==> src/rtl/ppe_pkg.sv <==
package ppe_pkg;

    typedef enum logic [1:0] {
        ST_IDLE  = 2'd0,
        ST_GAP   = 2'd1,
        ST_MARK  = 2'd2,
        ST_CLOSE = 2'd3
    } ppe_state_e;

endpackage

==> src/rtl/ppe_period_sel.sv <==
module ppe_period_sel #(
    parameter int TICK_W      = 8,
    parameter int GAP_TICKS   = 30,
    parameter int LONG_TICKS  = 150,
    parameter int SHORT_TICKS = 90
) (
    input  logic              bit_val,
    output logic [TICK_W-1:0] gap_last,
    output logic [TICK_W-1:0] period_last
);
    localparam logic [TICK_W-1:0] GAP_LAST_C   = TICK_W'(GAP_TICKS - 1);
    localparam logic [TICK_W-1:0] LONG_LAST_C  = TICK_W'(LONG_TICKS - 1);
    localparam logic [TICK_W-1:0] SHORT_LAST_C = TICK_W'(SHORT_TICKS - 1);

    // Last tick index of the gap and of the whole bit period.
    always_comb begin
        gap_last    = GAP_LAST_C;
        period_last = bit_val ? LONG_LAST_C : SHORT_LAST_C;
    end

endmodule

==> src/rtl/ppe_bit_shifter.sv <==
module ppe_bit_shifter #(
    parameter int WIDTH = 16
) (
    input  logic             clk,
    input  logic             rst_n,
    input  logic             load,
    input  logic             shift,
    input  logic [WIDTH-1:0] din,
    output logic             lsb
);
    logic [WIDTH-1:0] word_d, word_q;

    always_comb begin
        word_d = word_q;
        if (load) begin
            word_d = din;
        end else if (shift) begin
            word_d = {1'b0, word_q[WIDTH-1:1]};
        end
    end

    always_ff @(posedge clk or negedge rst_n) begin
        if (!rst_n) begin
            word_q <= '0;
        end else begin
            word_q <= word_d;
        end
    end

    assign lsb = word_q[0];

endmodule

==> src/rtl/ppe_ref_timer.sv <==
module ppe_ref_timer #(
    parameter int WIDTH = 16
) (
    input  logic             clk,
    input  logic             rst_n,
    input  logic             clear,
    input  logic             tick,
    output logic [WIDTH-1:0] value
);
    localparam logic [WIDTH-1:0] TOP_C = {WIDTH{1'b1}};

    logic [WIDTH-1:0] cnt_d, cnt_q;

    always_comb begin
        cnt_d = cnt_q;
        if (clear) begin
            cnt_d = '0;
        end else if (tick && (cnt_q != TOP_C)) begin
            cnt_d = cnt_q + WIDTH'(1);
        end
    end

    always_ff @(posedge clk or negedge rst_n) begin
        if (!rst_n) begin
            cnt_q <= '0;
        end else begin
            cnt_q <= cnt_d;
        end
    end

    assign value = cnt_q;

endmodule

==> src/rtl/ppe_frame_tx.sv <==
module ppe_frame_tx #(
    parameter int MAX_BITS    = 16,
    parameter int GAP_TICKS   = 30,
    parameter int LONG_TICKS  = 150,
    parameter int SHORT_TICKS = 90,
    parameter int TIMER_W     = 16,
    localparam int CNT_W      = $clog2(MAX_BITS + 1),
    localparam int TICK_W     = $clog2(LONG_TICKS + 1)
) (
    input  logic                clk,
    input  logic                rst_n,
    input  logic                tick_en,
    input  logic                start,
    input  logic [MAX_BITS-1:0] data_in,
    input  logic [CNT_W-1:0]    nbits_in,
    output logic                carrier_on,
    output logic                busy,
    output logic                done,
    output logic [TIMER_W-1:0]  ref_timer
);
    import ppe_pkg::*;

    typedef struct packed {
        ppe_state_e        st;
        logic [CNT_W-1:0]  left;
        logic [TICK_W-1:0] tcnt;
        logic              carrier;
        logic              busy;
        logic              done;
    } ctrl_t;

    localparam logic [CNT_W-1:0] MAX_CNT_C = CNT_W'(MAX_BITS);

    ctrl_t             ctrl_d, ctrl_q;
    logic              load_word, shift_word, clear_timer;
    logic              cur_bit;
    logic [TICK_W-1:0] gap_last, period_last;
    logic [CNT_W-1:0]  clamped_cnt;

    ppe_bit_shifter #(.WIDTH(MAX_BITS)) u_shift (
        .clk   (clk),
        .rst_n (rst_n),
        .load  (load_word),
        .shift (shift_word),
        .din   (data_in),
        .lsb   (cur_bit)
    );

    ppe_period_sel #(
        .TICK_W      (TICK_W),
        .GAP_TICKS   (GAP_TICKS),
        .LONG_TICKS  (LONG_TICKS),
        .SHORT_TICKS (SHORT_TICKS)
    ) u_period (
        .bit_val     (cur_bit),
        .gap_last    (gap_last),
        .period_last (period_last)
    );

    ppe_ref_timer #(.WIDTH(TIMER_W)) u_timer (
        .clk   (clk),
        .rst_n (rst_n),
        .clear (clear_timer),
        .tick  (tick_en),
        .value (ref_timer)
    );

    assign clamped_cnt = (nbits_in > MAX_CNT_C) ? MAX_CNT_C : nbits_in;

    always_comb begin
        ctrl_d      = ctrl_q;
        ctrl_d.done = 1'b0;
        load_word   = 1'b0;
        shift_word  = 1'b0;
        clear_timer = 1'b0;
        unique case (ctrl_q.st)
            ST_IDLE: begin
                ctrl_d.carrier = 1'b1;
                ctrl_d.busy    = 1'b0;
                if (start) begin
                    load_word      = 1'b1;
                    ctrl_d.left    = clamped_cnt;
                    ctrl_d.tcnt    = '0;
                    ctrl_d.busy    = 1'b1;
                    ctrl_d.carrier = 1'b0;
                    ctrl_d.st      = (clamped_cnt == '0) ? ST_CLOSE : ST_GAP;
                end
            end
            ST_GAP: begin
                if (tick_en) begin
                    ctrl_d.tcnt = ctrl_q.tcnt + TICK_W'(1);
                    if (ctrl_q.tcnt == gap_last) begin
                        ctrl_d.carrier = 1'b1;
                        ctrl_d.st      = ST_MARK;
                    end
                end
            end
            ST_MARK: begin
                if (tick_en) begin
                    if (ctrl_q.tcnt == period_last) begin
                        shift_word     = 1'b1;
                        ctrl_d.tcnt    = '0;
                        ctrl_d.carrier = 1'b0;
                        ctrl_d.left    = ctrl_q.left - CNT_W'(1);
                        ctrl_d.st      = (ctrl_q.left == CNT_W'(1)) ? ST_CLOSE : ST_GAP;
                    end else begin
                        ctrl_d.tcnt = ctrl_q.tcnt + TICK_W'(1);
                    end
                end
            end
            ST_CLOSE: begin
                if (tick_en) begin
                    if (ctrl_q.tcnt == gap_last) begin
                        clear_timer    = 1'b1;
                        ctrl_d.tcnt    = '0;
                        ctrl_d.carrier = 1'b1;
                        ctrl_d.busy    = 1'b0;
                        ctrl_d.done    = 1'b1;
                        ctrl_d.st      = ST_IDLE;
                    end else begin
                        ctrl_d.tcnt = ctrl_q.tcnt + TICK_W'(1);
                    end
                end
            end
            default: ctrl_d.st = ST_IDLE;
        endcase
    end

    always_ff @(posedge clk or negedge rst_n) begin
        if (!rst_n) begin
            ctrl_q.st      <= ST_IDLE;
            ctrl_q.left    <= '0;
            ctrl_q.tcnt    <= '0;
            ctrl_q.carrier <= 1'b1;
            ctrl_q.busy    <= 1'b0;
            ctrl_q.done    <= 1'b0;
        end else begin
            ctrl_q <= ctrl_d;
        end
    end

    assign carrier_on = ctrl_q.carrier;
    assign busy       = ctrl_q.busy;
    assign done       = ctrl_q.done;

endmodule

==> config.mk <==
export PLATFORM = sky130hd
export DESIGN_NAME = ppe_frame_tx
export DESIGN_NICKNAME = d
export VERILOG_FILES = /design/src/rtl/ppe_pkg.sv /design/src/rtl/ppe_period_sel.sv /design/src/rtl/ppe_bit_shifter.sv /design/src/rtl/ppe_ref_timer.sv /design/src/rtl/ppe_frame_tx.sv
export SDC_FILE = /design/constraint.sdc
export NUM_CORES = 1
export LEC_CHECK = 0
export BUFFER_PORTS_ARGS = -buffer_cell sky130_fd_sc_hd__buf_2
export CAP_MARGIN = 20
export CORE_UTILIZATION = 40
export DETAILED_ROUTE_END_ITERATION = 8
export GPL_ROUTABILITY_DRIVEN = 0
export GPL_TIMING_DRIVEN = 0
export SYNTH_ARGS = -nofsm -noshare
export SYNTH_HDL_FRONTEND = slang
export SYNTH_SLANG_ARGS = --single-unit
==> constraint.sdc <==
create_clock -name clk -period 1.95 [get_ports clk]
set_input_delay 0.195 -clock clk [delete_from_list [all_inputs] [get_ports clk]]
set_output_delay 0.195 -clock clk [all_outputs]
set_load 0.02 [all_outputs]
==> results.py <==
metrics = {
    "outcome": {
        "status": "finished, violations left",
        "violations": "DRC, setup timing",
    },
    "floorplan": {
        "fp.coreArea_um2": 6420,
        "dieArea_um2": 7100,
        "fp.dieH_um": 84.3,
        "die_w_um": 84.3,
        "rows": 29,
        "start_util": 0.421,
        "pin_count": 44,
    },
    "timing": {
        "drv_slew": 0,
        "relSlewSlack": 0.663,
        "grt_setup_unrepaired": "yes",
        "fin_crit_sh": 1.00,
        "hold_ws_ns": 0.0935,
        "hold_violations": 0,
        "fmax_mhz": 511,
        "fin_crit_ns": 1.96,
        "final-setup-viol-count": 1,
        "setup_ws_ns": -0.00538,
        "worst_pin_slew_ns": 0.505,
        "skew_ns": 0.00616,
    },
    "route": {
        "drtPass1Iterations": 6,
        "top_layer_used": "met4",
        "drcViolationCount": 8,
        "wl_met2_mm": 2.97,
        "wl_mm": 6.24,
        "routed-via-count": 2310,
        "drt-initial-drc-count": 71,
        "drt-met1-wl_mm": 2.98,
        "wl_per_cell_um": 14.7,
        "ant_nets": 0,
        "via_per_inst": 5.46,
        "routed-wl-met3_um": 226,
    },
    "setup_path": {
        "cp-start-kind": "flop",
        "cp.arrival_ns": 2.15,
        "crit_start": "u_shift.word_q[0]",
        "critPathRequiredTime_ns": 2.14,
        "endpoint_kind": "flop",
        "cp_slowest_cell": "or3b_4",
        "critical_path.max_fanout": 5,
        "slowest_delay_ns": 0.42,
        "rr_startpoint": "u_shift.word_q[0]",
        "crit_type": "reg -> reg",
        "crit_chain": "or3b_4, a2111oi_4, o31a_2, buf_6, nor2_2, a211o_1",
    },
    "global_routing": {
        "antenna_found_initial": 0,
        "grt_pass1_vias": 2303,
        "grt_pass1_wl_mm": 10.7,
        "track_usage": 0.187,
        "grt_max_degree": 31,
        "grt_overflow_total": 0,
    },
    "layout": {
        "fillers": 600,
        "regArea_um2": 1260,
        "layout.nets": 375,
        "antenna_cells": 0,
        "multi_input_area_um2": 1470,
        "design_area_um2": 3340,
        "syn_to_final_growth_pct": 23.6,
        "drive_above_1_share": 0.289,
    },
    "power": {
        "p_leak_uw": 0.00154,
        "internal-power_uw": 1640,
        "pwr-share-comb": 0.214,
        "p_per_area_nw_per_um2": 723,
        "netSwitchingFraction": 0.322,
        "pwr-share-seq": 0.521,
        "clkPwrFrac": 0.265,
        "power_switching_uw": 778,
        "total_power_uw": 2420,
        "ir_worst_vdd_uv": 358,
    },
    "worst_hold_path": {
        "holdCritPathClass": "in -> reg",
        "hold_path_startpoint": "data_in[15]",
    },
    "cts": {
        "cts_sinks": 50,
        "tritoncts": "yes",
        "cts_max_level": 2,
        "numCtsBuffers": 5,
        "clkTransAtPathRegs_ns": 0.09,
        "cts_buffer_depth": 2,
        "clockRootBuffer": "clkbuf_8",
        "clock_latency_ns": 0.30,
    },
    "place": {
        "hpwlAfterDp_mm": 4.34,
        "io_buffer_count": 42,
        "dp_slack_ns": -0.328,
        "place_area_um2": 3040,
    },
    "synth": {
        "ys_async_sr_fraction": 1.00,
        "syn_nets": 316,
        "synth_cell_types": 47,
        "ys_ff_latch": 50,
        "synth_top_flop_cell": "dfrtp_1",
        "synthCells": 286,
        "synth-edff-count": 0,
        "ys_seq_area_frac": 0.463,
        "synth.avg_cell_area_um2": 9.46,
        "ys_warn_count": 0,
        "synth_area_um2": 2710,
    },
    "flow_run": {
        "drv_cap": 0,
    },
}
## synthesized netlist by cell type, types with 6 or more instances
library cell,count,share of area
inv_1,6,0.0083
dfrtp_1,49,0.45
a21oi_1,30,0.055
mux2i_1,18,0.067
and4_1,6,0.019
xor2_1,10,0.032
nor2_1,40,0.055
a21o_1,7,0.019
clkbuf_1,6,0.0083
nand3_1,10,0.018
o21ai_0,16,0.030
nand2_1,13,0.018
## stage by stage
stage	utilization	cells	TNS, ns
floorplan	-	286	0
global placement	0.470	405	-4.90
CTS	0.507	422	-0.145
detailed placement	0.473	406	-5.88
finish	0.521	423	-0.00538
global route	0.521	423	-1.49
## sequential cells by signal, summed over array words and instances (netlist names)
name / flops
ctrl_q: 15
u_timer.value: 16
u_shift.word_q: 16
done: 1
busy: 1
carrier_on: 1
## final cells by class
cell class | instances | share of cell area
plain buffers | 12 | 0.0251
clock buffers | 6 | 0.0247
repair buffers | 53 | 0.0958
well taps | 77 | 0.0288
multi-input cells | 217 | 0.440
clock inverters | 2 | 0.00374
flip-flops and latches | 50 | 0.376
inverters | 6 | 0.00673
## critical path: cells and delay by family, from the launching register on
family,cells,cell delay (ns)
DFF,1,0.39
AOI/OAI and AO/OA,3,0.87
and+or+nand+nor,2,0.46
buffers and inverters,1,0.13
## cells in the final DEF, fill, tap and decap left out, types with 3 or more instances in the layout
cell type,Yosys,final
dfrtp_1,49,46
buf_2,4,43
nor2_1,40,32
a21oi_1,30,23
mux2i_1,18,18
o21ai_0,16,16
nand2_1,13,13
buf_4,1,11
xor2_1,10,10
nand3_1,10,9
a21o_1,7,7
a21oi_2,0,7
inv_1,6,6
and4_1,6,6
clkbuf_8,0,6
nor2_2,0,5
and3_1,5,5
nor3b_1,5,5
clkbuf_1,6,4
nor3_1,5,4
ha_1,5,4
nand3b_1,3,3
nor2_4,0,3
nand4_1,3,3
or3_1,4,3
and2_1,3,3
buf_6,1,3
or2_2,3,3
nand2b_1,3,3
a31oi_1,3,3
dfrtp_2,0,3
## final timing paths
check / end / slack [ns] / depth (start not counted)
hold reg to reg: ctrl_q[15] / 0.52 / 1
min in group asynchronous: ctrl_q[3] / 0.39 / 2
max in group asynchronous: carrier_on / 0.96 / 3
setup reg to reg: ctrl_q[6] / -0.005 / 6
setup / recovery: ctrl_q[6] / -0.005 / 6
hold / removal: u_shift.word_q[15] / 0.09 / 3
## routing by layer
metal | GRT usage | vias to the layer above
li1 | - | 1151
met1 | 0.242 | 1119
met2 | 0.320 | 35
met3 | 0.0413 | 5
met4 | 0.0423 | 0
met5 | 0 | -
## cells by family after synthesis
family / after synthesis / share of synthesized area
buffers and inverters: 19 / 0.0324
adders and majority gates: 5 / 0.0231
AOI/OAI and AO/OA: 77 / 0.179
xor gates and xnor gates: 10 / 0.0324
and+or+nand+nor: 107 / 0.203
DFF: 50 / 0.463
muxes: 18 / 0.0666
## power groups by stage
stage | Combinational (uW) | Sequential [uW] | Clock [uW]
global placement | 424 | 1280 | 0
global route | 573 | 1280 | 713
finish | 517 | 1260 | 641
detailed placement | 441 | 1280 | 0
CTS | 488 | 1260 | 663
floorplan | 210 | 1330 | 0
## repair_timing
action	4_1_cts	5_1_grt
setup buffers	7	1
pin swaps	4	7
resized for setup	13	26
hold buffers	1	0
setup endpoints to repair	41	42
hold endpoints to repair	20	0
gates cloned	1	0
Power figures use the tool's default switching activity.
